### config.mk
export PLATFORM = sky130hd
export DESIGN_NAME = edo_dram_ctl
export DESIGN_NICKNAME = d
export VERILOG_FILES = /design/src/rtl/edo_ctl_pkg.sv /design/src/rtl/edo_phase_timer.sv /design/src/rtl/edo_row_tracker.sv /design/src/rtl/edo_strobe_decode.sv /design/src/rtl/edo_dram_ctl.sv
export SDC_FILE = /design/constraint.sdc
export NUM_CORES = 1
export LEC_CHECK = 0
export CAP_MARGIN = 20
export CORE_MARGIN = 4
export CORE_UTILIZATION = 40
export DETAILED_ROUTE_END_ITERATION = 8
export PLACE_DENSITY = 0.75
export REMOVE_ABC_BUFFERS = 1
export SYNTH_ARGS = -nofsm -noshare
export SYNTH_HDL_FRONTEND = slang
export SYNTH_SLANG_ARGS = --single-unit
### constraint.sdc
create_clock -name clk -period 2.2 [get_ports clk]
set_input_delay 0.33 -clock clk [delete_from_list [all_inputs] [get_ports clk]]
set_output_delay 0.33 -clock clk [all_outputs]
set_load 0.005 [all_outputs]
### src/rtl/edo_ctl_pkg.sv
`timescale 1ns/1ps
// Shared types for the EDO DRAM controller.
package edo_ctl_pkg;
    // Controller phase; each non-idle phase is timed by the phase timer.
    typedef enum logic [2:0] {
        PH_IDLE,
        PH_PRECHARGE,
        PH_ROWOPEN,
        PH_COLLOW,
        PH_COLHIGH,
        PH_REFRESH
    } phase_e;
endpackage

### src/rtl/edo_phase_timer.sv
`timescale 1ns/1ps
// Down-counter that times one controller phase.
// Assumes: len >= 1 whenever load is pulsed; expired is high on the last
// cycle of a phase that was loaded with len cycles.
module edo_phase_timer #(
    parameter int CW = 8
) (
    input  logic          clk,
    input  logic          rst_n,
    input  logic          load,
    input  logic [CW-1:0] len,
    output logic          expired
);
    logic [CW-1:0] cnt_q;

    // Load the phase length minus one, then count down to zero.
    always_ff @(posedge clk) begin
        if (!rst_n)          cnt_q <= '0;
        else if (load)       cnt_q <= len - CW'(1);
        else if (cnt_q != 0) cnt_q <= cnt_q - CW'(1);
    end

    assign expired = (cnt_q == '0);
endmodule

### src/rtl/edo_row_tracker.sv
`timescale 1ns/1ps
// Remembers which row, if any, is held open and compares it with a request.
// Assumes: open_set and close are never asserted in the same cycle.
module edo_row_tracker #(
    parameter int ROW_W = 11
) (
    input  logic             clk,
    input  logic             rst_n,
    input  logic             open_set,
    input  logic [ROW_W-1:0] set_row,
    input  logic             close,
    input  logic [ROW_W-1:0] cmp_row,
    output logic             is_open,
    output logic             hit
);
    logic             open_q;
    logic [ROW_W-1:0] row_q;

    // Track the open row: set on activation, cleared on precharge or refresh.
    always_ff @(posedge clk) begin
        if (!rst_n) begin
            open_q <= 1'b0;
            row_q  <= '0;
        end else if (open_set) begin
            open_q <= 1'b1;
            row_q  <= set_row;
        end else if (close) begin
            open_q <= 1'b0;
        end
    end

    assign is_open = open_q;
    assign hit     = open_q && (row_q == cmp_row);
endmodule

### src/rtl/edo_strobe_decode.sv
`timescale 1ns/1ps
// Decodes registered controller state into DRAM strobes, address and data drive.
// Assumes: all inputs come straight from registers, so outputs are glitch-free
// at board level once setup margins are met.
module edo_strobe_decode
    import edo_ctl_pkg::*;
#(
    parameter int ROW_W = 11,
    parameter int COL_W = 11,
    parameter int PIN_W = 11,
    parameter int DW    = 4
) (
    input  phase_e           phase,
    input  logic             row_open,
    input  logic             wr,
    input  logic [ROW_W-1:0] row,
    input  logic [COL_W-1:0] col,
    input  logic [DW-1:0]    wdata,
    output logic [PIN_W-1:0] addr,
    output logic             ras_n,
    output logic             cas_n,
    output logic             we_n,
    output logic             oe_n,
    output logic [DW-1:0]    dq_out,
    output logic             dq_oe
);
    logic col_phase;

    // Strobe and bus levels per phase.
    always_comb begin
        col_phase = (phase == PH_COLLOW) || (phase == PH_COLHIGH);
        addr      = col_phase ? PIN_W'(col) : PIN_W'(row);
        unique case (phase)
            PH_IDLE:                         ras_n = !row_open;
            PH_ROWOPEN, PH_COLLOW, PH_COLHIGH: ras_n = 1'b0;
            default:                         ras_n = 1'b1;
        endcase
        cas_n  = (phase != PH_COLLOW);
        we_n   = !(col_phase && wr);
        oe_n   = !(col_phase && !wr);
        dq_oe  = col_phase && wr;
        dq_out = (col_phase && wr) ? wdata : '0;
    end
endmodule

### src/rtl/edo_dram_ctl.sv
`timescale 1ns/1ps
// EDO page-mode DRAM controller top.
// Accepts one word request at a time, keeps the last row open, issues page
// column cycles on row hits and precharge+activate on misses, samples read
// data during the column-strobe high phase, and yields the strobes to an
// external refresh engine on request. Assumes the DRAM model honours the
// extended-data-out hold while RAS and OE are low and WE is high.
module edo_dram_ctl
    import edo_ctl_pkg::*;
#(
    parameter int ROW_W   = 11,
    parameter int COL_W   = 11,
    parameter int DW      = 4,
    parameter int CLK_NS  = 5,
    parameter int RP_NS   = 30,
    parameter int RCD_NS  = 28,
    parameter int CAC_NS  = 13,
    parameter int PC_NS   = 20,
    parameter int CW      = 8,
    localparam int ADDR_W = ROW_W + COL_W,
    localparam int PIN_W  = (ROW_W > COL_W) ? ROW_W : COL_W
) (
    input  logic              clk,
    input  logic              rst_n,
    input  logic              req_valid,
    output logic              req_ready,
    input  logic [ADDR_W-1:0] req_addr,
    input  logic              req_we,
    input  logic [DW-1:0]     req_wdata,
    output logic              rd_valid,
    output logic [DW-1:0]     rd_data,
    input  logic              ref_req,
    output logic              ref_grant,
    input  logic              ref_done,
    output logic [PIN_W-1:0]  dram_addr,
    output logic              dram_ras_n,
    output logic              dram_cas_n,
    output logic              dram_we_n,
    output logic              dram_oe_n,
    output logic [DW-1:0]     dram_dq_out,
    output logic              dram_dq_oe,
    input  logic [DW-1:0]     dram_dq_in
);
    localparam int RP_CYC   = (RP_NS + CLK_NS - 1) / CLK_NS;
    localparam int RCD_CYC  = (RCD_NS + CLK_NS - 1) / CLK_NS;
    localparam int CAS_CYC  = (CAC_NS + CLK_NS - 1) / CLK_NS;
    localparam int PC_CYC   = (PC_NS + CLK_NS - 1) / CLK_NS;
    localparam int CP_CYC   = (PC_CYC > CAS_CYC) ? PC_CYC - CAS_CYC : 1;
    localparam logic [CW-1:0] RP_L  = CW'(RP_CYC);
    localparam logic [CW-1:0] RCD_L = CW'(RCD_CYC);
    localparam logic [CW-1:0] CAS_L = CW'(CAS_CYC);
    localparam logic [CW-1:0] CP_L  = CW'(CP_CYC);

    phase_e           phase_q, phase_d;
    logic             wr_q;
    logic [DW-1:0]    wdata_q;
    logic [ROW_W-1:0] row_q;
    logic [COL_W-1:0] col_q;
    logic             t_load, t_exp;
    logic [CW-1:0]    t_len;
    logic             trk_set, trk_close, trk_open, trk_hit;
    logic             capture, accept;

    edo_phase_timer #(.CW(CW)) u_timer (
        .clk(clk), .rst_n(rst_n), .load(t_load), .len(t_len), .expired(t_exp)
    );

    edo_row_tracker #(.ROW_W(ROW_W)) u_rows (
        .clk(clk), .rst_n(rst_n),
        .open_set(trk_set), .set_row(row_q), .close(trk_close),
        .cmp_row(req_addr[ADDR_W-1:COL_W]),
        .is_open(trk_open), .hit(trk_hit)
    );

    edo_strobe_decode #(.ROW_W(ROW_W), .COL_W(COL_W), .PIN_W(PIN_W), .DW(DW)) u_strobes (
        .phase(phase_q), .row_open(trk_open), .wr(wr_q),
        .row(row_q), .col(col_q), .wdata(wdata_q),
        .addr(dram_addr), .ras_n(dram_ras_n), .cas_n(dram_cas_n),
        .we_n(dram_we_n), .oe_n(dram_oe_n),
        .dq_out(dram_dq_out), .dq_oe(dram_dq_oe)
    );

    assign req_ready = (phase_q == PH_IDLE) && !ref_req;
    assign accept    = req_ready && req_valid;
    assign ref_grant = (phase_q == PH_REFRESH);

    // Next phase, timer loads and row-tracker updates.
    always_comb begin
        phase_d   = phase_q;
        t_load    = 1'b0;
        t_len     = CW'(1);
        trk_set   = 1'b0;
        trk_close = 1'b0;
        capture   = 1'b0;
        unique case (phase_q)
            PH_IDLE: begin
                if (ref_req) begin
                    phase_d   = PH_REFRESH;
                    trk_close = 1'b1;
                end else if (req_valid) begin
                    t_load = 1'b1;
                    if (trk_hit) begin
                        phase_d = PH_COLLOW;
                        t_len   = CAS_L;
                    end else begin
                        phase_d   = PH_PRECHARGE;
                        t_len     = RP_L;
                        trk_close = 1'b1;
                    end
                end
            end
            PH_PRECHARGE: if (t_exp) begin
                phase_d = PH_ROWOPEN;
                t_load  = 1'b1;
                t_len   = RCD_L;
                trk_set = 1'b1;
            end
            PH_ROWOPEN: if (t_exp) begin
                phase_d = PH_COLLOW;
                t_load  = 1'b1;
                t_len   = CAS_L;
            end
            PH_COLLOW: if (t_exp) begin
                phase_d = PH_COLHIGH;
                t_load  = 1'b1;
                t_len   = CP_L;
            end
            PH_COLHIGH: if (t_exp) begin
                phase_d = PH_IDLE;
                capture = !wr_q;
            end
            PH_REFRESH: if (ref_done) phase_d = PH_IDLE;
            default: phase_d = PH_IDLE;
        endcase
    end

    // Phase register, request latch and read capture.
    always_ff @(posedge clk) begin
        if (!rst_n) begin
            phase_q  <= PH_IDLE;
            wr_q     <= 1'b0;
            wdata_q  <= '0;
            row_q    <= '0;
            col_q    <= '0;
            rd_valid <= 1'b0;
            rd_data  <= '0;
        end else begin
            phase_q  <= phase_d;
            rd_valid <= capture;
            if (accept) begin
                wr_q    <= req_we;
                wdata_q <= req_wdata;
                row_q   <= req_addr[ADDR_W-1:COL_W];
                col_q   <= req_addr[COL_W-1:0];
            end
            if (capture) rd_data <= dram_dq_in;
        end
    end

    // column strobe only inside an open row.
    a_r8_cas_inside_ras: assert property (@(posedge clk) disable iff (!rst_n)
        !dram_cas_n |-> !dram_ras_n);
    // data is driven only while writing with the output buffer disabled.
    a_r6_drive_only_on_write: assert property (@(posedge clk) disable iff (!rst_n)
        dram_dq_oe |-> (!dram_we_n && dram_oe_n));
    // strobes stay quiet and host is stalled while refresh owns the bus.
    a_r7_grant_quiet: assert property (@(posedge clk) disable iff (!rst_n)
        ref_grant |-> (dram_ras_n && dram_cas_n && !req_ready && !dram_dq_oe));
    // read valid is a single-cycle pulse.
    a_r5_rdvalid_pulse: assert property (@(posedge clk) disable iff (!rst_n)
        rd_valid |=> !rd_valid);
    // a page hit starts its column cycle on the next cycle with the row held.
    a_r4_hit_goes_column: assert property (@(posedge clk) disable iff (!rst_n)
        (accept && trk_hit) |=> (!dram_ras_n && !dram_cas_n));
endmodule

==> impl_metrics.py <==
metrics = {
    "min_path": {
        "min-delay-path-class": "flop to flop",
        "timing.hold.worst.start": "wdata_q[2]",
        "whs_endpoint": "wdata_q[2]",
        "count_of_cells_along_the_worst_hold_path": 2,
    },
    "floorplan": {
        "floorplan.initialDensity_pct": 41.2,
        "core_sq_um": 6350,
        "die-height_microns": 88.9,
        "floorplan.die_area_sq_um": 7900,
        "x_dimension_of_the_die_microns": 88.9,
        "floorplan_row_count": 29,
        "io-pin-count": 63,
    },
    "worst_setup_path": {
        "timing.critical_path.from": "phase_q[0]",
        "critical_path_arrival_ns": 1.78,
        "crit_path_start_kind": "flop",
        "timing.critical_path.required_ns": 1.87,
        "reg2reg_slack_ns": 0.21,
        "worst_r2r_path_depth": 9,
        "r2r-end": "u_timer.cnt_q[2]",
        "cp_max_fo": 9,
        "critical_path_class": "flop to output port",
        "worst_r2r_startpoint": "u_timer.cnt_q[1]",
        "critPathCaptureType": "output port",
    },
    "timing": {
        "final-setup-viol-count": 0,
        "unrepaired_setup_endpoints_after_global_routing": "false",
        "final_hold_viol_count": 0,
        "tightestPinTransition_ns": 0.411,
        "max_slew_margin_pct": 71.9,
        "timing.final.crit_share_pct": 96.1,
        "finalWorstSetupSlack_ns": 0.0854,
        "setup_tns_ns": 0,
        "drv_slew": 0,
        "final.setup_skew_ns": 0.00733,
        "fin_crit_ns": 2.11,
        "maxClockFrequency_mhz": 473,
    },
    "synthesis": {
        "synth_cell_types": 40,
        "synthArstFlopShare_pct": 0,
        "synth.yosys.warnings": 0,
        "netlist_top_cells_count": "sky130_fd_sc_hd__nand2_1 (65), sky130_fd_sc_hd__dfxtp_1 (55), sky130_fd_sc_hd__a21oi_1 (32)",
        "yosysMostFrequentCell": "sky130_fd_sc_hd__nand2_1",
        "ys_seq_area_share_pct": 42.1,
        "total_of_flip_flops_plus_latches_after_synthesis": 55,
        "synth_xor_xnor_area_share_pct": 5.69,
        "synth-edff-count": 0,
        "syn-mean-instance-area_sq_um": 8.66,
        "netlist.area_leader.share_pct": 42.1,
        "post_synth_mux_area_share_pct": 10.9,
        "synth_top_cell_by_area": "sky130_fd_sc_hd__dfxtp_1",
        "ys_dominant_reg_cell": "sky130_fd_sc_hd__dfxtp_1",
        "simple_gate_fraction_of_synth_area_pct": 23.1,
        "synth_adder_area_share_pct": 1.43,
        "ys_top_cells_by_area": "sky130_fd_sc_hd__dfxtp_1 (42%), sky130_fd_sc_hd__nand2_1 (9.3%), sky130_fd_sc_hd__a21oi_1 (6.1%)",
        "synthesis.instances": 302,
        "compound_cell_area_share_of_the_yosys_netlist_pct": 12.0,
        "combinational_family_with_the_most_area_after_synthesis": "simple AND/OR/NAND/NOR gates",
        "area_of_the_mapped_netlist_sq_um": 2620,
    },
    "detailed_routing": {
        "via_count": 2343,
        "post_drt_via_cell_ratio": 5.12,
        "detail_route.wl_per_cell_microns": 13.5,
        "route.detailed.drc": 0,
        "initialDrtViolationCount": 83,
        "wirelength_microns": 6180,
        "postRouteAntennaNets": 0,
        "drtPass1Iterations": 4,
    },
    "cts": {
        "clockBufferDepth": 2,
        "htreeDepth": 2,
        "cts_root_buffer": "sky130_fd_sc_hd__clkbuf_8",
        "clk_pin_slew_worst_paths_ns": 0.10,
        "tritoncts_clock_tree": "built",
        "cts.sink_count": 55,
        "cts-hold-fix-buffers": 0,
        "clk-insertion-delay-late_ns": 0.31,
        "cts_buffers": 5,
    },
    "finish": {
        "drive_gt1_share_pct": 16.3,
        "seqCellArea_sq_um": 1110,
        "design.final.nets": 419,
        "multiInputGateArea_sq_um": 1420,
        "number_of_fillers_in_the_final_layout": 573,
        "antenna-diode-count": 0,
        "synth_to_final_area_change_pct": 39.4,
    },
    "global_route": {
        "grt_max_degree": 40,
        "wire_length_of_the_first_global_routing_pass_microns": 9720,
        "grt_usage_pct": 15.6,
        "grt_antenna_before_repair": 0,
        "grt_pass1_vias": 2225,
        "overflow": 0,
    },
    "pwr": {
        "vdd.ir_drop.worst_mv": 0.776,
        "p_switching_mw": 1.37,
        "sequentialPowerShare_pct": 34.6,
        "total_leakage_power_nw": 1.68,
        "pwr-share-clk_pct": 16.1,
        "power_frac_comb_pct": 49.3,
        "p_int_mw": 2.40,
        "power_switching_share_pct": 36.3,
        "power_density_nw_per_um2": 1030,
    },
    "placement": {
        "placement.setup.worst_slack_ns": 0.0191,
        "io_buffers": 62,
        "detailed_place_hpwl_microns": 4220,
        "place.gp.congestion": 0.772,
    },
    "flow_run": {
        "drv_cap": 0,
    },
    "status": {
        "outcome": "completed",
    },
}
## per-layer routing
metal	wire length (microns)	share of wire (%)	GRT usage (%)
met3	274	4.4	4.00
met5	0	0	0
met4	88	1.4	4.26
met1	2720	44	19.2
met2	3100	50	27.0
## kinds of logic after synthesis
family / Yosys count
DFF: 55
muxes: 27
AOI/OAI and AO/OA: 51
buffers and inverters: 24
xor gates and xnor gates: 17
and+or+nand+nor: 125
adders and majority gates: 3
## area by class of cell
class	count	share of cell area, %
multi-input cells	223	38.8
clock buffers	8	2.74
flip-flops and latches	55	30.4
inverters	7	0.720
repair buffers	88	24.7
well taps	77	2.64
## cell usage in the layout (no fill, tap or decap), types with 2 or more instances in the layout
master and count:
sky130_fd_sc_hd__o21ai_0 2, sky130_fd_sc_hd__dfxtp_2 2, sky130_fd_sc_hd__nand3_1 3, sky130_fd_sc_hd__nor4_4 2, sky130_fd_sc_hd__xnor2_1 14, sky130_fd_sc_hd__buf_4 22
sky130_fd_sc_hd__nor2_1 28, sky130_fd_sc_hd__clkbuf_8 7, sky130_fd_sc_hd__nor3b_1 2, sky130_fd_sc_hd__o21a_1 2, sky130_fd_sc_hd__ha_1 3, sky130_fd_sc_hd__nor3_1 5
sky130_fd_sc_hd__dfxtp_1 52, sky130_fd_sc_hd__buf_12 3, sky130_fd_sc_hd__nand2_1 64, sky130_fd_sc_hd__xor2_1 3, sky130_fd_sc_hd__a211oi_1 6, sky130_fd_sc_hd__nand2b_1 2
sky130_fd_sc_hd__mux2_2 11, sky130_fd_sc_hd__mux2i_1 16, sky130_fd_sc_hd__a21oi_1 32, sky130_fd_sc_hd__and3_1 5, sky130_fd_sc_hd__dlymetal6s2s_1 12, sky130_fd_sc_hd__nand4_1 3
sky130_fd_sc_hd__clkdlybuf4s50_1 50, sky130_fd_sc_hd__inv_1 6
## sequential cells by signal (all words and copies together) (netlist names)
signal          cells
col_q              11
row_q              11
u_rows.row_q       11
u_timer.cnt_q       8
rd_data             4
wdata_q             4
phase_q             3
rd_valid            1
u_rows.is_open      1
wr_q                1
## power by group through the flow
stage | combinational [mW] | clock [mW] | sequential [mW]
4_1_cts | 1.70 | 0.626 | 1.28
3_5_place_dp | 1.69 | 0 | 1.30
6_report | 1.86 | 0.605 | 1.30
3_3_place_gp | 1.65 | 0 | 1.30
2_1_floorplan | 1.02 | 0 | 1.34
5_1_grt | 2.06 | 0.656 | 1.33
## through the flow
step                      hold WS, ns  area, sq um  std cells  util (%)  total power, mW
after floorplan                 0.432         2510        285         -             2.36
after global placement          0.440         3390        440      53.4             2.95
after detailed placement        0.446         3390        440      53.4             2.99
after CTS                       0.459         3490        448      55.0             3.61
after global routing            0.477         3650        458      57.4             4.04
final                           0.457         3650        458      57.4             3.77
## how the worst max path moves through the flow
stage / slack (ns) / endpoint
global route: 0.003 / dram_addr[4]
CTS: -0.07 / dram_addr[4]
detailed placement: 0.02 / u_timer.cnt_q[2]
floorplan: -0.08 / u_timer.cnt_q[2]
global placement: 0.1 / u_timer.cnt_q[2]
finish: 0.09 / dram_addr[10]
## critical path: stages, from the launching register on
cell and delay, ns:
sky130_fd_sc_hd__dfxtp_4 0.37, sky130_fd_sc_hd__nor2_4 0.12, sky130_fd_sc_hd__nand2_2 0.08, sky130_fd_sc_hd__nand2_4 0.08, sky130_fd_sc_hd__buf_4 0.12, sky130_fd_sc_hd__buf_12 0.12
sky130_fd_sc_hd__buf_4 0.11, sky130_fd_sc_hd__mux2_2 0.31, sky130_fd_sc_hd__dlymetal6s2s_1 0.15
## what timing repair did
action | CTS | global route
resized for setup | 1 | 23
setup buffers | 0 | 9
endpoints found under the setup margin | 11 | 19
cloned | 0 | 1
pin swaps | 0 | 2
No activity file was read; power rests on OpenSTA's default activity.
